File: config.mk
export PLATFORM = sky130hd
export DESIGN_NAME = scrx_rx
export DESIGN_NICKNAME = d
export VERILOG_FILES = /design/src/rtl/scrx_pkg.sv /design/src/rtl/scrx_sync_edge.sv /design/src/rtl/scrx_bit_timer.sv /design/src/rtl/scrx_frame_ctrl.sv /design/src/rtl/scrx_status.sv /design/src/rtl/scrx_rx.sv
export SDC_FILE = /design/constraint.sdc
export NUM_CORES = 1
export LEC_CHECK = 0
export BUFFER_PORTS_ARGS = -buffer_cell sky130_fd_sc_hd__buf_4
export CAP_MARGIN = 20
export CORE_MARGIN = 10
export CORE_UTILIZATION = 45
export DETAILED_ROUTE_END_ITERATION = 8
export PLACE_DENSITY = 0.65
export SLEW_MARGIN = 0
export SYNTH_ARGS = -nofsm -noshare
export SYNTH_HDL_FRONTEND = slang
export SYNTH_SLANG_ARGS = --single-unit
File: constraint.sdc
create_clock -name clk -period 2.4 [get_ports clk]
set_input_delay 0.6 -clock clk [delete_from_list [all_inputs] [get_ports clk]]
set_output_delay 0.6 -clock clk [all_outputs]
set_load 0.05 [all_outputs]
File: src/rtl/scrx_pkg.sv
package scrx_pkg;

  typedef enum logic [1:0] {
    ST_IDLE = 2'd0,
    ST_DATA = 2'd1,
    ST_SLOT = 2'd2
  } scrx_state_t;

endpackage

File: src/rtl/scrx_sync_edge.sv
module scrx_sync_edge #(
  parameter int STAGES = 2
) (
  input  logic clk,
  input  logic rst_n,
  input  logic line_async,
  output logic line_s,
  output logic fall
);
  logic [STAGES-1:0] chain;
  logic              prev;

  always_ff @(posedge clk or negedge rst_n) begin
    if (!rst_n) begin
      chain <= '1;
      prev  <= 1'b1;
    end else begin
      chain[0] <= line_async;
      for (int i = 1; i < STAGES; i++) chain[i] <= chain[i-1];
      prev <= chain[STAGES-1];
    end
  end

  assign line_s = chain[STAGES-1];
  assign fall   = prev & ~chain[STAGES-1];
endmodule

File: src/rtl/scrx_bit_timer.sv
module scrx_bit_timer #(
  parameter int BIT_CYCLES = 372,
  parameter int SAMPLE_AT  = 186,
  parameter int IDX_W      = 4
) (
  input  logic             clk,
  input  logic             rst_n,
  input  logic             run,
  output logic [IDX_W-1:0] bit_idx,
  output logic             mid_stb
);
  localparam int CNT_W = $clog2(BIT_CYCLES);
  logic [CNT_W-1:0] cnt;

  always_ff @(posedge clk or negedge rst_n) begin
    if (!rst_n) begin
      cnt     <= '0;
      bit_idx <= '0;
    end else if (!run) begin
      cnt     <= '0;
      bit_idx <= '0;
    end else if (cnt == CNT_W'(BIT_CYCLES - 1)) begin
      cnt     <= '0;
      bit_idx <= bit_idx + 1'b1;
    end else begin
      cnt <= cnt + 1'b1;
    end
  end

  assign mid_stb = run && (cnt == CNT_W'(SAMPLE_AT));

  AST_CNT_BOUND: assert property (@(posedge clk) disable iff (!rst_n)
    cnt < CNT_W'(BIT_CYCLES));
endmodule

File: src/rtl/scrx_frame_ctrl.sv
module scrx_frame_ctrl
  import scrx_pkg::*;
#(
  parameter int DATA_BITS = 8,
  parameter int ERR_BITS  = 1,
  parameter int IDX_W     = 4
) (
  input  logic                 clk,
  input  logic                 rst_n,
  input  logic                 fall,
  input  logic                 line_s,
  input  logic                 mid_stb,
  input  logic [IDX_W-1:0]     bit_idx,
  output logic                 run,
  output logic                 pull_low,
  output logic                 good_stb,
  output logic                 bad_stb,
  output logic [DATA_BITS-1:0] frame_data
);
  localparam int PAR_IDX   = DATA_BITS + 1;
  localparam int ERR_FIRST = DATA_BITS + 2;
  localparam int ERR_LAST  = ERR_FIRST + ERR_BITS;

  scrx_state_t          state;
  logic [DATA_BITS-1:0] shreg;
  logic                 err_pend;
  logic                 par_ok;
  logic                 at_par;

  assign at_par   = (state == ST_DATA) && mid_stb && (bit_idx == IDX_W'(PAR_IDX));
  assign par_ok   = ~((^shreg) ^ line_s);
  assign good_stb = at_par && par_ok;
  assign bad_stb  = at_par && !par_ok;
  assign run      = (state != ST_IDLE);
  assign frame_data = shreg;

  always_ff @(posedge clk or negedge rst_n) begin
    if (!rst_n) begin
      state    <= ST_IDLE;
      shreg    <= '0;
      err_pend <= 1'b0;
      pull_low <= 1'b0;
    end else begin
      case (state)
        ST_IDLE: begin
          pull_low <= 1'b0;
          if (fall) state <= ST_DATA;
        end
        ST_DATA: begin
          if (mid_stb) begin
            if (bit_idx == '0) begin
              if (line_s) state <= ST_IDLE;
            end else if (bit_idx <= IDX_W'(DATA_BITS)) begin
              shreg <= {line_s, shreg[DATA_BITS-1:1]};
            end else begin
              err_pend <= !par_ok;
              state    <= ST_SLOT;
            end
          end
        end
        ST_SLOT: begin
          if (mid_stb && bit_idx == IDX_W'(ERR_FIRST) && err_pend) pull_low <= 1'b1;
          if (mid_stb && bit_idx == IDX_W'(ERR_LAST)) begin
            pull_low <= 1'b0;
            err_pend <= 1'b0;
            state    <= ST_IDLE;
          end
        end
        default: state <= ST_IDLE;
      endcase
    end
  end

  AST_PULL_IN_SLOT: assert property (@(posedge clk) disable iff (!rst_n)
    pull_low |-> (state == ST_SLOT));
  AST_GOOD_NO_PULL: assert property (@(posedge clk) disable iff (!rst_n)
    (state == ST_SLOT && !err_pend) |-> !pull_low);
  AST_NO_RESTART_IN_SLOT: assert property (@(posedge clk) disable iff (!rst_n)
    (state == ST_SLOT) |=> (state != ST_DATA));
endmodule

File: src/rtl/scrx_status.sv
module scrx_status #(
  parameter int DATA_BITS = 8
) (
  input  logic                 clk,
  input  logic                 rst_n,
  input  logic                 good_stb,
  input  logic                 bad_stb,
  input  logic [DATA_BITS-1:0] data_in,
  input  logic                 rx_ready,
  input  logic                 per_clr,
  input  logic                 rie,
  output logic [DATA_BITS-1:0] rx_data,
  output logic                 rx_valid,
  output logic                 per_flag,
  output logic                 rxi_irq,
  output logic                 eri_irq
);
  always_ff @(posedge clk or negedge rst_n) begin
    if (!rst_n) begin
      rx_data  <= '0;
      rx_valid <= 1'b0;
      per_flag <= 1'b0;
    end else begin
      if (good_stb) begin
        rx_data  <= data_in;
        rx_valid <= 1'b1;
      end else if (rx_valid && rx_ready) begin
        rx_valid <= 1'b0;
      end
      if (bad_stb)      per_flag <= 1'b1;
      else if (per_clr) per_flag <= 1'b0;
    end
  end

  assign rxi_irq = rie & rx_valid;
  assign eri_irq = rie & per_flag;

  AST_BAD_KEEPS_DATA: assert property (@(posedge clk) disable iff (!rst_n)
    bad_stb |=> $stable(rx_data));
  AST_BAD_NO_VALID: assert property (@(posedge clk) disable iff (!rst_n)
    (bad_stb && !rx_valid) |=> !rx_valid);
  AST_HANDSHAKE_CLEARS: assert property (@(posedge clk) disable iff (!rst_n)
    (rx_valid && rx_ready && !good_stb) |=> !rx_valid);
  AST_PER_STICKY: assert property (@(posedge clk) disable iff (!rst_n)
    (per_flag && !per_clr) |=> per_flag);
endmodule

File: src/rtl/scrx_rx.sv
module scrx_rx #(
  parameter int BIT_CYCLES  = 372,
  parameter int SAMPLE_AT   = 186,
  parameter int DATA_BITS   = 8,
  parameter int ERR_BITS    = 1,
  parameter int SYNC_STAGES = 2
) (
  input  logic                 clk,
  input  logic                 rst_n,
  input  logic                 line_in,
  output logic                 line_pull_low,
  input  logic                 rie,
  output logic [DATA_BITS-1:0] rx_data,
  output logic                 rx_valid,
  input  logic                 rx_ready,
  output logic                 per_flag,
  input  logic                 per_clr,
  output logic                 rxi_irq,
  output logic                 eri_irq
);
  localparam int IDX_W = $clog2(DATA_BITS + ERR_BITS + 4);

  logic                 line_s, fall, run, mid_stb, good_stb, bad_stb;
  logic [IDX_W-1:0]     bit_idx;
  logic [DATA_BITS-1:0] frame_data;

  scrx_sync_edge #(.STAGES(SYNC_STAGES)) u_sync (
    .clk(clk), .rst_n(rst_n), .line_async(line_in), .line_s(line_s), .fall(fall)
  );

  scrx_bit_timer #(.BIT_CYCLES(BIT_CYCLES), .SAMPLE_AT(SAMPLE_AT), .IDX_W(IDX_W)) u_timer (
    .clk(clk), .rst_n(rst_n), .run(run), .bit_idx(bit_idx), .mid_stb(mid_stb)
  );

  scrx_frame_ctrl #(.DATA_BITS(DATA_BITS), .ERR_BITS(ERR_BITS), .IDX_W(IDX_W)) u_ctrl (
    .clk(clk), .rst_n(rst_n), .fall(fall), .line_s(line_s), .mid_stb(mid_stb),
    .bit_idx(bit_idx), .run(run), .pull_low(line_pull_low), .good_stb(good_stb),
    .bad_stb(bad_stb), .frame_data(frame_data)
  );

  scrx_status #(.DATA_BITS(DATA_BITS)) u_status (
    .clk(clk), .rst_n(rst_n), .good_stb(good_stb), .bad_stb(bad_stb),
    .data_in(frame_data), .rx_ready(rx_ready), .per_clr(per_clr), .rie(rie),
    .rx_data(rx_data), .rx_valid(rx_valid), .per_flag(per_flag),
    .rxi_irq(rxi_irq), .eri_irq(eri_irq)
  );

  AST_PULL_NEEDS_ERR: assert property (@(posedge clk) disable iff (!rst_n)
    $rose(line_pull_low) |-> per_flag);
endmodule

==> results of run 1 <==
==> final timing paths <==
kind	end	slack, ns	depth (start not counted)
min in group clk	u_sync.chain[1]$_DFF_PN1_	0.36	0
setup reg to reg	u_status.rx_data[3]$_DFFE_PN0P_	0.28	5
hold / removal	u_timer.cnt[6]$_DFF_PN0_	0.27	1
max in group asynchronous	u_sync.chain[1]$_DFF_PN1_	1.77	1
hold reg to reg	u_sync.chain[1]$_DFF_PN1_	0.36	0
setup / recovery	u_status.rx_data[3]$_DFFE_PN0P_	0.28	5
==> kinds of logic after synthesis <==
group	Yosys count	share of synthesized area, %
xor gates and xnor gates	18	9.597
AOI/OAI and AO/OA	15	5.168
DFF	38	51.21
adders and majority gates	10	6.711
muxes	18	10.81
buffers and inverters	13	2.618
and+or+nand+nor	45	13.89
==> Yosys cell counts, types with 2 or more instances <==
cell / count / area share (%)
xnor2_1: 5 / 2.3
mux2_2: 17 / 10
o21ai_0: 6 / 1.6
and4_1: 2 / 0.94
nor2b_1: 3 / 1.0
dfstp_2: 3 / 4.2
nor2_1: 17 / 3.4
inv_1: 10 / 2.0
and3b_1: 3 / 1.4
xor2_1: 11 / 5.2
clkbuf_1: 3 / 0.60
a31oi_1: 2 / 0.67
and3_1: 2 / 0.67
nand3_1: 5 / 1.3
nand2_1: 3 / 0.60
nand4_1: 3 / 1.0
dfrtp_1: 35 / 47
ha_1: 10 / 6.7
and2_1: 4 / 1.3
==> metal layers <==
layer / wire length, microns / vias to the layer above / track usage (%) / part of all wire, %
li1: - / 582 / - / -
met5: 0 / - / 0 / 0
met2: 1682 / 27 / 16.87 / 48
met4: 79 / 0 / 4.491 / 2.2
met3: 153 / 9 / 3.575 / 4.3
met1: 1626 / 606 / 12.88 / 46
==> worst max-delay path, cell delays in order, from the launching register on <==
cell and delay, ns:
dfstp_2 0.59, xnor2_1 0.17, xnor3_1 0.41, xnor2_2 0.28, nand4_4 0.22, mux2_2 0.33
==> power breakdown <==
part	internal (uW)	total [uW]	switching (uW)
clock	232	451	219
sequential	682	725	42.8
combinational	104	257	154
total	1020	1430	415
==> through the flow <==
step,hold WS (ns),power [uW]
floorplan,0.3044,904.3
global route,0.3011,1524
detailed placement,0.3475,992.9
finish,0.2733,1433
CTS,0.2825,1450
global placement,0.3459,974.3
==> flip-flops by register name, summed over array words and instances (netlist names) <==
| signal | flops |
|---|---|
| u_timer.cnt | 9 |
| u_ctrl.frame_data | 8 |
| u_status.rx_data | 8 |
| u_timer.bit_idx | 4 |
| u_ctrl.state | 2 |
| u_sync.chain | 2 |
| u_ctrl.err_pend | 1 |
| u_ctrl.pull_low | 1 |
| u_status.per_flag | 1 |
| u_status.rx_valid | 1 |
| u_sync.prev | 1 |
==> area by class of cell <==
type | instances | area, sq um
Clock inverter | 1 | 5.005
Tap cell | 50 | 62.56
Timing Repair Buffer | 20 | 150.1
Sequential cell | 38 | 954.7
Inverter | 10 | 37.54
Clock buffer | 7 | 86.33
Multi-Input combinational cell | 106 | 860.8
Fill cell | 351 | 1843
==> layout by cell type (no fill, tap or decap), drive strengths merged, types with 5 or more instances in the layout <==
master | netlist | layout
xnor2 | 6 | 6
mux2 | 17 | 17
xor2 | 11 | 11
dfrtp | 35 | 35
ha | 10 | 10
buf | 0 | 20
clkbuf | 3 | 7
nor2 | 17 | 17
o21ai | 6 | 6
inv | 10 | 10
nand3 | 5 | 5
==> metrics, run 1 <==
TritonCTS Buffers 5; Root Buffer clkbuf_8; I/O pin cnt 19; Vias/cell 5.276; sequential element share of the synthesized area 51.21%; YS warnings 0; asr flop ratio synth 100.0%; Final Skew 0.008980 ns; Placed Instances 224; Setup CP Type reg -> reg; Mean Syn Cell Area 11.87 sq um; Post-Route WL 3541 microns; Synth Cell Area 1864 sq um; worst min path class in -> async; static leakage 0.001074 uW; gr ovfl total 0; P per Cell Area 664.1 nW/um^2; Worst VDD drop 410.1 uV; CTS tree yes; Core Util, Final 53.93%; htree depth 2; Final Critical Period 2.122 ns; Worst Path Required 2.57 ns; max_slew headroom 67.97%; critical path peak fanout 9; NumNets Final 197; Vias 1,224; CTS-repair resized insts 0; Placer Congestion 0.8931; # DRC 0; Clock Tree Buf Depth 2; Antenna Cells 0; core area 4000 sq um; total clock sinks 38; Vert. Die Dim 84.37 microns; cell area after layout 2157 sq um; Pins Over Slew Limit 0; initial antenna violation count 0; FF+latch count, synth 38; Worst EP arrival 2.30 ns; P&R area growth vs syn 15.70%; number of synthesized flops with an enable pin 0; Final Hold Violating Endpoints 0; share of layout cells above drive strength 1 28.02%; Period Utilization, post-route 88.43%; Net Count, Synth 173; # rows 23; Worst setup SP type flip-flop; Worst-path clk slew 0.08 ns; Synth Instances 157; first-pass GRT wire length 6354 microns; number of global-route vias before repair 1,306; R2R Path Start u_sync.chain[1]$_DFF_PN1_; final worst slack 0.2776 ns; top_reg_cell synth dfrtp_1; MaxCap Viol Count 0; wire length per cell 15.26 microns; Yosys cell types 32; pre-CTS setup slack 0.2526 ns; CP Capture Type flip-flop; final non-filler cell total 232; setup TNS 0 ns; RSZ-0062 raised after global routing false; postcts setup bufs 0; Detail Placement HPWL 2603 microns; Overall Global Routing Usage 10.64%; fmax 0.4712 GHz; clock latency at the later pin of the worst-skew pair 0.29 ns; Starting Density 46.61%; crit path from u_sync.chain[1]$_DFF_PN1_; endpoints failing setup 0; DIE AREA 7117 sq um; 1st-pass router iterations 4; largest net degree at the start of global routing 39; status complete, no violations; Routed Antenna Nets 0; worst slew pin tran 0.4804 ns; port bufs 18; hold buffer count at cts 0; Cell Area, Placed 2066 sq um; die width 84.37 microns; 1st-iter DRT viols 61
(Power assumes the default switching activity.)
==> run 2, diff against run 1 <==
--- a/config.mk
+++ b/config.mk
@@ -5,12 +5,12 @@
 export SDC_FILE = /design/constraint.sdc
 export NUM_CORES = 1
 export LEC_CHECK = 0
-export BUFFER_PORTS_ARGS = -buffer_cell sky130_fd_sc_hd__buf_4
 export CAP_MARGIN = 20
 export CORE_MARGIN = 10
 export CORE_UTILIZATION = 45
 export DETAILED_ROUTE_END_ITERATION = 8
-export PLACE_DENSITY = 0.65
+export DONT_BUFFER_PORTS = 1
+export PLACE_DENSITY = 0.61
 export SLEW_MARGIN = 0
 export SYNTH_ARGS = -nofsm -noshare
 export SYNTH_HDL_FRONTEND = slang
==> run 2 against run 1 <==
First-iteration DRC count grew 1.6%. Cell count fell by 6.5%. Via count down 5.1%. Count of clock-buffer cells in the layout shrank 2. Worst setup slack worse by 0.011 ns.
==> metrics, run 2 (synthesis gave the netlist of run 1 again) <==
port bufs 0 (-18); MaxCap Viol Count 0 (unchanged); Routed Antenna Nets 0 (unchanged); Detail Placement HPWL 2481 microns (-4.7%); endpoints failing setup 0 (unchanged); I/O pin cnt 19 (unchanged); max_slew headroom 67.11% (-0.86 points); initial antenna violation count 0 (unchanged); Antenna Cells 0 (unchanged); die width 84.37 microns (unchanged); # rows 23 (unchanged); 1st-iter DRT viols 62 (+1.6%); htree depth 2 (unchanged); total power 1498 uW (+4.6%); gr ovfl total 0 (unchanged); Period Utilization, post-route 88.88% (+0.45 points); DIE AREA 7117 sq um (unchanged); fmax 0.4688 GHz (-0.51%); M3 GR Usage 4.638% (+1.1 points); Post-Route WL 3414 microns (-3.6%); Starting Density 46.61% (unchanged); worst min path class in -> async; critical path peak fanout 8 (-1); clock latency at the later pin of the worst-skew pair 0.28 ns (about the same); max reg flops 9 (unchanged); 1st-pass router iterations 4 (unchanged); first-pass GRT wire length 6106 microns (-3.9%); # DRC 0 (unchanged); cell area after layout 2079 sq um (-3.6%); busiest grt layer met2; Placer Congestion 0.8055 (-9.8%); grt met2 use 15.35% (-1.5 points); Vias 1,162 (-5.1%); wire length per cell 15.73 microns (+3.1%); share of layout cells above drive strength 1 22.16% (-5.9 points); Worst VDD drop 338.0 uV (-18%); CTS tree yes; worst hold slack 0.1397 ns (-0.1336 ns); NumNets Final 182 (-7.6%); Cell Area, Placed 1946 sq um (-5.8%); Clock Tree Buf Depth 2 (unchanged); Final Skew 0.005277 ns (-0.003703 ns); Seq. cell area 954.7 sq um (unchanged); Worst-path clk slew 0.08 ns (about the same); Pins Over Slew Limit 0 (unchanged); CP Capture Type flip-flop; Root Buffer clkbuf_8; pre-CTS setup slack 0.2951 ns (+0.04244 ns); P per Cell Area 720.3 nW/um^2 (+8.5%); Worst Path Required 2.57 ns (about the same); Final Critical Period 2.133 ns (+0.01079 ns); commonest non-fill, non-tap cells in the layout dfrtp_1 (35), nor2_1 (17), mux2_2 (17), xor2_1 (11); Vias/cell 5.355 (+1.5%); largest net degree at the start of global routing 36 (-7.7%); worst slew pin tran 0.4934 ns (+0.01292 ns); status complete, no violations; P&R area growth vs syn 11.54%; Overall Global Routing Usage 10.31% (-0.33 points); RSZ-0062 raised after global routing false; Setup CP Type reg -> reg; commonest non-fill, non-tap cell in the layout dfrtp_1; CTS-repair resized insts 0 (unchanged); total clock sinks 38 (unchanged); Worst EP arrival 2.31 ns (about the same); number of global-route vias before repair 1,211 (-7.3%); fill count 337 (-4.0%); grt met1 use 13.08% (+0.19 points); setup TNS 0 ns (unchanged); area of the multi-input gates 860.8 sq um (unchanged); postcts setup bufs 0 (unchanged); Worst setup SP type flip-flop; core area 4000 sq um (unchanged); Final Hold Violating Endpoints 0 (unchanged); final worst slack 0.2668 ns (-0.01079 ns); Vert. Die Dim 84.37 microns (unchanged); register name with the most flops u_timer.cnt; static leakage 0.001001 uW (-6.8%); TritonCTS Buffers 5 (unchanged)
-- run 2: power by group --
group	internal (uW)	switching (uW)	leakage (uW)
sequential	682	41.1	0.000514
clock	309	222	0.0000504
combinational	101	143	0.000436
total	1090	406	0.00100
-- run 2: through the flow --
step / instances / util (%)
floorplan: 157 / -
global placement: 208 / 48.64
detailed placement: 208 / 48.64
CTS: 217 / 51.99
global route: 217 / 51.99
finish: 217 / 51.99
-- run 2: final timing paths --
path	start	cells past startpoint	end	slack, ns
worst max-delay path	u_timer.bit_idx[0]$_DFFE_PN0P_	7	u_ctrl.frame_data[5]$_DFFE_PN0P_	0.27
worst min register to register	u_sync.chain[0]$_DFF_PN1_	0	u_sync.chain[1]$_DFF_PN1_	0.36
worst min-delay path	rst_n	1	u_timer.bit_idx[0]$_DFFE_PN0P_	0.14
min in group clk	line_in	0	u_sync.chain[0]$_DFF_PN1_	0.30
worst max register to register	u_timer.bit_idx[0]$_DFFE_PN0P_	7	u_ctrl.frame_data[5]$_DFFE_PN0P_	0.27
max in group asynchronous	rst_n	1	u_status.rx_data[2]$_DFFE_PN0P_	2.08
-- run 2: timing repair --
| action | in CTS | in global routing |
|---|---|---|
| endpoints found under the hold margin | 35 | 0 |
| setup endpoints to repair | 0 | 0 |
| hold buffers | 1 | 0 |
-- run 2: final cells by class --
class	count	area share (%)
well taps	50	3.008
repair buffers	5	2.407
clock inverters	3	2.166
inverters	10	1.805
clock buffers	5	3.309
flip-flops and latches	38	45.91
multi-input cells	106	41.40
-- run 2: metal layers --
layer | routed length, microns | vias to the layer above
met3 | 206 | 2
met2 | 1603 | 23
met1 | 1581 | 583
li1 | - | 554
met4 | 22 | 0
met5 | 0 | -
-- run 2: worst max-delay path, cell delays in order, from the launching register on --
cell	delay (ns)
dfrtp_1	0.45
inv_1	0.11
ha_1	0.15
nor2b_1	0.34
xor2_1	0.23
nor2_1	0.06
nand2_1	0.29
mux2_2	0.39
==> run 3, diff against run 2 <==
--- a/config.mk
+++ b/config.mk
@@ -7,10 +7,10 @@
 export LEC_CHECK = 0
 export CAP_MARGIN = 20
 export CORE_MARGIN = 10
-export CORE_UTILIZATION = 45
+export CORE_UTILIZATION = 25
 export DETAILED_ROUTE_END_ITERATION = 8
 export DONT_BUFFER_PORTS = 1
-export PLACE_DENSITY = 0.61
+export PLACE_DENSITY = 0.39
 export SLEW_MARGIN = 0
 export SYNTH_ARGS = -nofsm -noshare
 export SYNTH_HDL_FRONTEND = slang
==> run 3 against run 2 <==
Core utilization shrank 23 points. Clock power shrank 13%. Highest routed layer unchanged. Sequential power hardly changed. Worst setup slack better by 0.015 ns. Non-clock buffer count is the same. Critical endpoint is now u_status.rx_data[0]$_DFFE_PN0P_. Final area up 2.0%. Via count down 1.7%. Combinational power rose by 2%. Die area increased by 59%.
==> metrics, run 3 (synthesis gave the netlist of run 1 again) <==
initial antenna violation count 0 (unchanged); gr ovfl total 0 (unchanged); pre-CTS setup slack 0.2652 ns (-0.02988 ns); Worst EP arrival 2.29 ns (-0.02 ns); RSZ-0062 raised after global routing false; Setup CP Type reg -> reg; TritonCTS Buffers 5 (unchanged); Vias 1,142 (-1.7%); status complete, no violations; Worst R2R Setup Slack 0.28 ns (+0.02 ns); htree depth 2 (unchanged); CTS-repair resized insts 0 (unchanged); max incr delay on CP 0.59 ns (+0.14 ns); commonest non-fill, non-tap cells in the layout dfrtp_1 (35), nor2_1 (17), mux2_2 (17), xor2_1 (11); final non-filler cell total 266 (+23%); Final Skew 0.007230 ns (+0.001953 ns); Placer Congestion 0.7777 (-3.5%); NumNets Final 182 (unchanged); R2R Path End u_status.rx_data[0]$_DFFE_PN0P_; worst slew pin tran 0.4984 ns (+0.005027 ns); Post-Route WL 3619 microns (+6.0%); Root Buffer clkbuf_8; wire length per cell 13.61 microns (-14%); Antenna Cells 0 (unchanged); commonest non-fill, non-tap cell in the layout dfrtp_1; port bufs 0 (unchanged); final worst slack 0.2820 ns (+0.01525 ns); # rows 31 (+35%); Clock Tree Buf Depth 2 (unchanged); Placed Instances 257 (+24%); Detail Placement HPWL 2559 microns (+3.1%); number of global-route vias before repair 1,238 (+2.2%); die width 106.4 microns (+26%); core area 7253 sq um (+81%); Crit-path slowest cell dfstp_2; # DRC 0 (unchanged); Worst-path clk slew 0.07 ns (about the same); share of layout cells above drive strength 1 22.16% (unchanged); endpoints failing setup 0 (unchanged); Worst Path Required 2.57 ns (about the same); reg2reg path depth 5 (-2); CP Capture Type flip-flop; DIE AREA 11,310 sq um (+59%); Worst setup SP type flip-flop; Vert. Die Dim 106.4 microns (+26%); 1st-pass router iterations 4 (unchanged); static leakage 0.0009980 uW (-0.32%); fmax 0.4722 GHz (+0.72%); Vias/cell 4.293 (-20%); Routed Antenna Nets 0 (unchanged); hold buffer count at cts 1 (unchanged); clock latency at the later pin of the worst-skew pair 0.29 ns (about the same); R2R Path Start u_sync.chain[1]$_DFF_PN1_; postcts setup bufs 0 (unchanged); max_slew headroom 66.77% (-0.34 points); Final Hold Violating Endpoints 0 (unchanged); Period Utilization, post-route 88.25% (-0.64 points); setup TNS 0 ns (unchanged); total clock sinks 38 (unchanged); register name with the most flops u_timer.cnt; first-pass GRT wire length 6237 microns (+2.1%); crit path buf inv count 0 (-1); worst hold slack 0.1457 ns (+0.006020 ns); CP cell instances xnor2_1, xnor3_1, xnor2_2, nand4_4, mux2_2; worst min path class in -> async; critical path peak fanout 9 (+1); Pins Over Slew Limit 0 (unchanged); Final Critical Period 2.118 ns (-0.01525 ns); CP top delay family XOR/XNOR gates; Worst VDD drop 184.7 uV (-45%); MaxCap Viol Count 0 (unchanged); largest net degree at the start of global routing 36 (unchanged); CTS tree yes; P&R area growth vs syn 13.83%; max reg flops 9 (unchanged); I/O pin cnt 19 (unchanged); Overall Global Routing Usage 6.940% (-3.4 points); Starting Density 25.70% (-21 points); 1st-iter DRT viols 41 (-34%); P per Cell Area 673.1 nW/um^2 (-6.5%)
-- run 3: changes by cell type in the layout (fill, tap and decap cells not counted) --
| cell | delta |
|---|---|
| clkbuf_8 | +1 |
| clkinv_2 | +1 |
| bufinv_16 | -1 |
| clkinvlp_4 | -1 |
-- run 3: worst register-to-register path, delay by kind of cell (launching register included) --
family	cells	cell delay, ns
XOR/XNOR	3	0.86
flip-flops	1	0.59
multiplexers	1	0.33
AND/OR/NAND/NOR	1	0.23
-- run 3: cell type report --
| cell class | count | area [sq um] |
|---|---|---|
| clock buffer | 6 | 82.58 |
| clock inverter | 2 | 12.51 |
| fill | 760 | 5131 |
| inverter | 10 | 37.54 |
| multi-input combinational | 106 | 860.8 |
| sequential | 38 | 954.7 |
| tap | 99 | 123.9 |
| timing repair buffer | 5 | 50.05 |
-- run 3: where the power goes --
| group | total (uW) | internal [uW] | switching (uW) |
|---|---|---|---|
| Combinational | 248 | 102 | 146 |
| Clock | 460 | 231 | 229 |
| Sequential | 721 | 682 | 38.8 |
-- run 3: how the worst max path moves through the flow --
stage	startpoint	endpoint	slack, ns	depth (start not counted)
global route	u_sync.chain[1]$_DFF_PN1_	u_status.rx_data[0]$_DFFE_PN0P_	0.15	5
global placement	u_sync.chain[1]$_DFF_PN1_	u_status.rx_data[6]$_DFFE_PN0P_	0.26	5
detailed placement	u_sync.chain[1]$_DFF_PN1_	u_status.rx_data[3]$_DFFE_PN0P_	0.27	5
finish	u_sync.chain[1]$_DFF_PN1_	u_status.rx_data[0]$_DFFE_PN0P_	0.28	5
CTS	u_sync.chain[1]$_DFF_PN1_	u_status.rx_data[3]$_DFFE_PN0P_	0.24	5
floorplan	u_ctrl.state[0]$_DFFE_PN0P_	u_status.rx_data[0]$_DFFE_PN0P_	0.32	8
-- run 3: metal layers --
layer	share of wire [%]	up-vias	track usage, %
met5	0	-	0
met3	7.4	7	3.321
met4	2.1	0	3.191
met2	44	19	10.34
li1	-	551	-
met1	47	565	8.271
-- run 3: through the flow --
step,power [uW],area (sq um),utilization [%]
after floorplan,904.3,1864,-
final,1428,2122,29.26
after detailed placement,970.0,2007,27.67
after global routing,1535,2122,29.26
after CTS,1461,2122,29.26
after global placement,966.1,2007,27.67
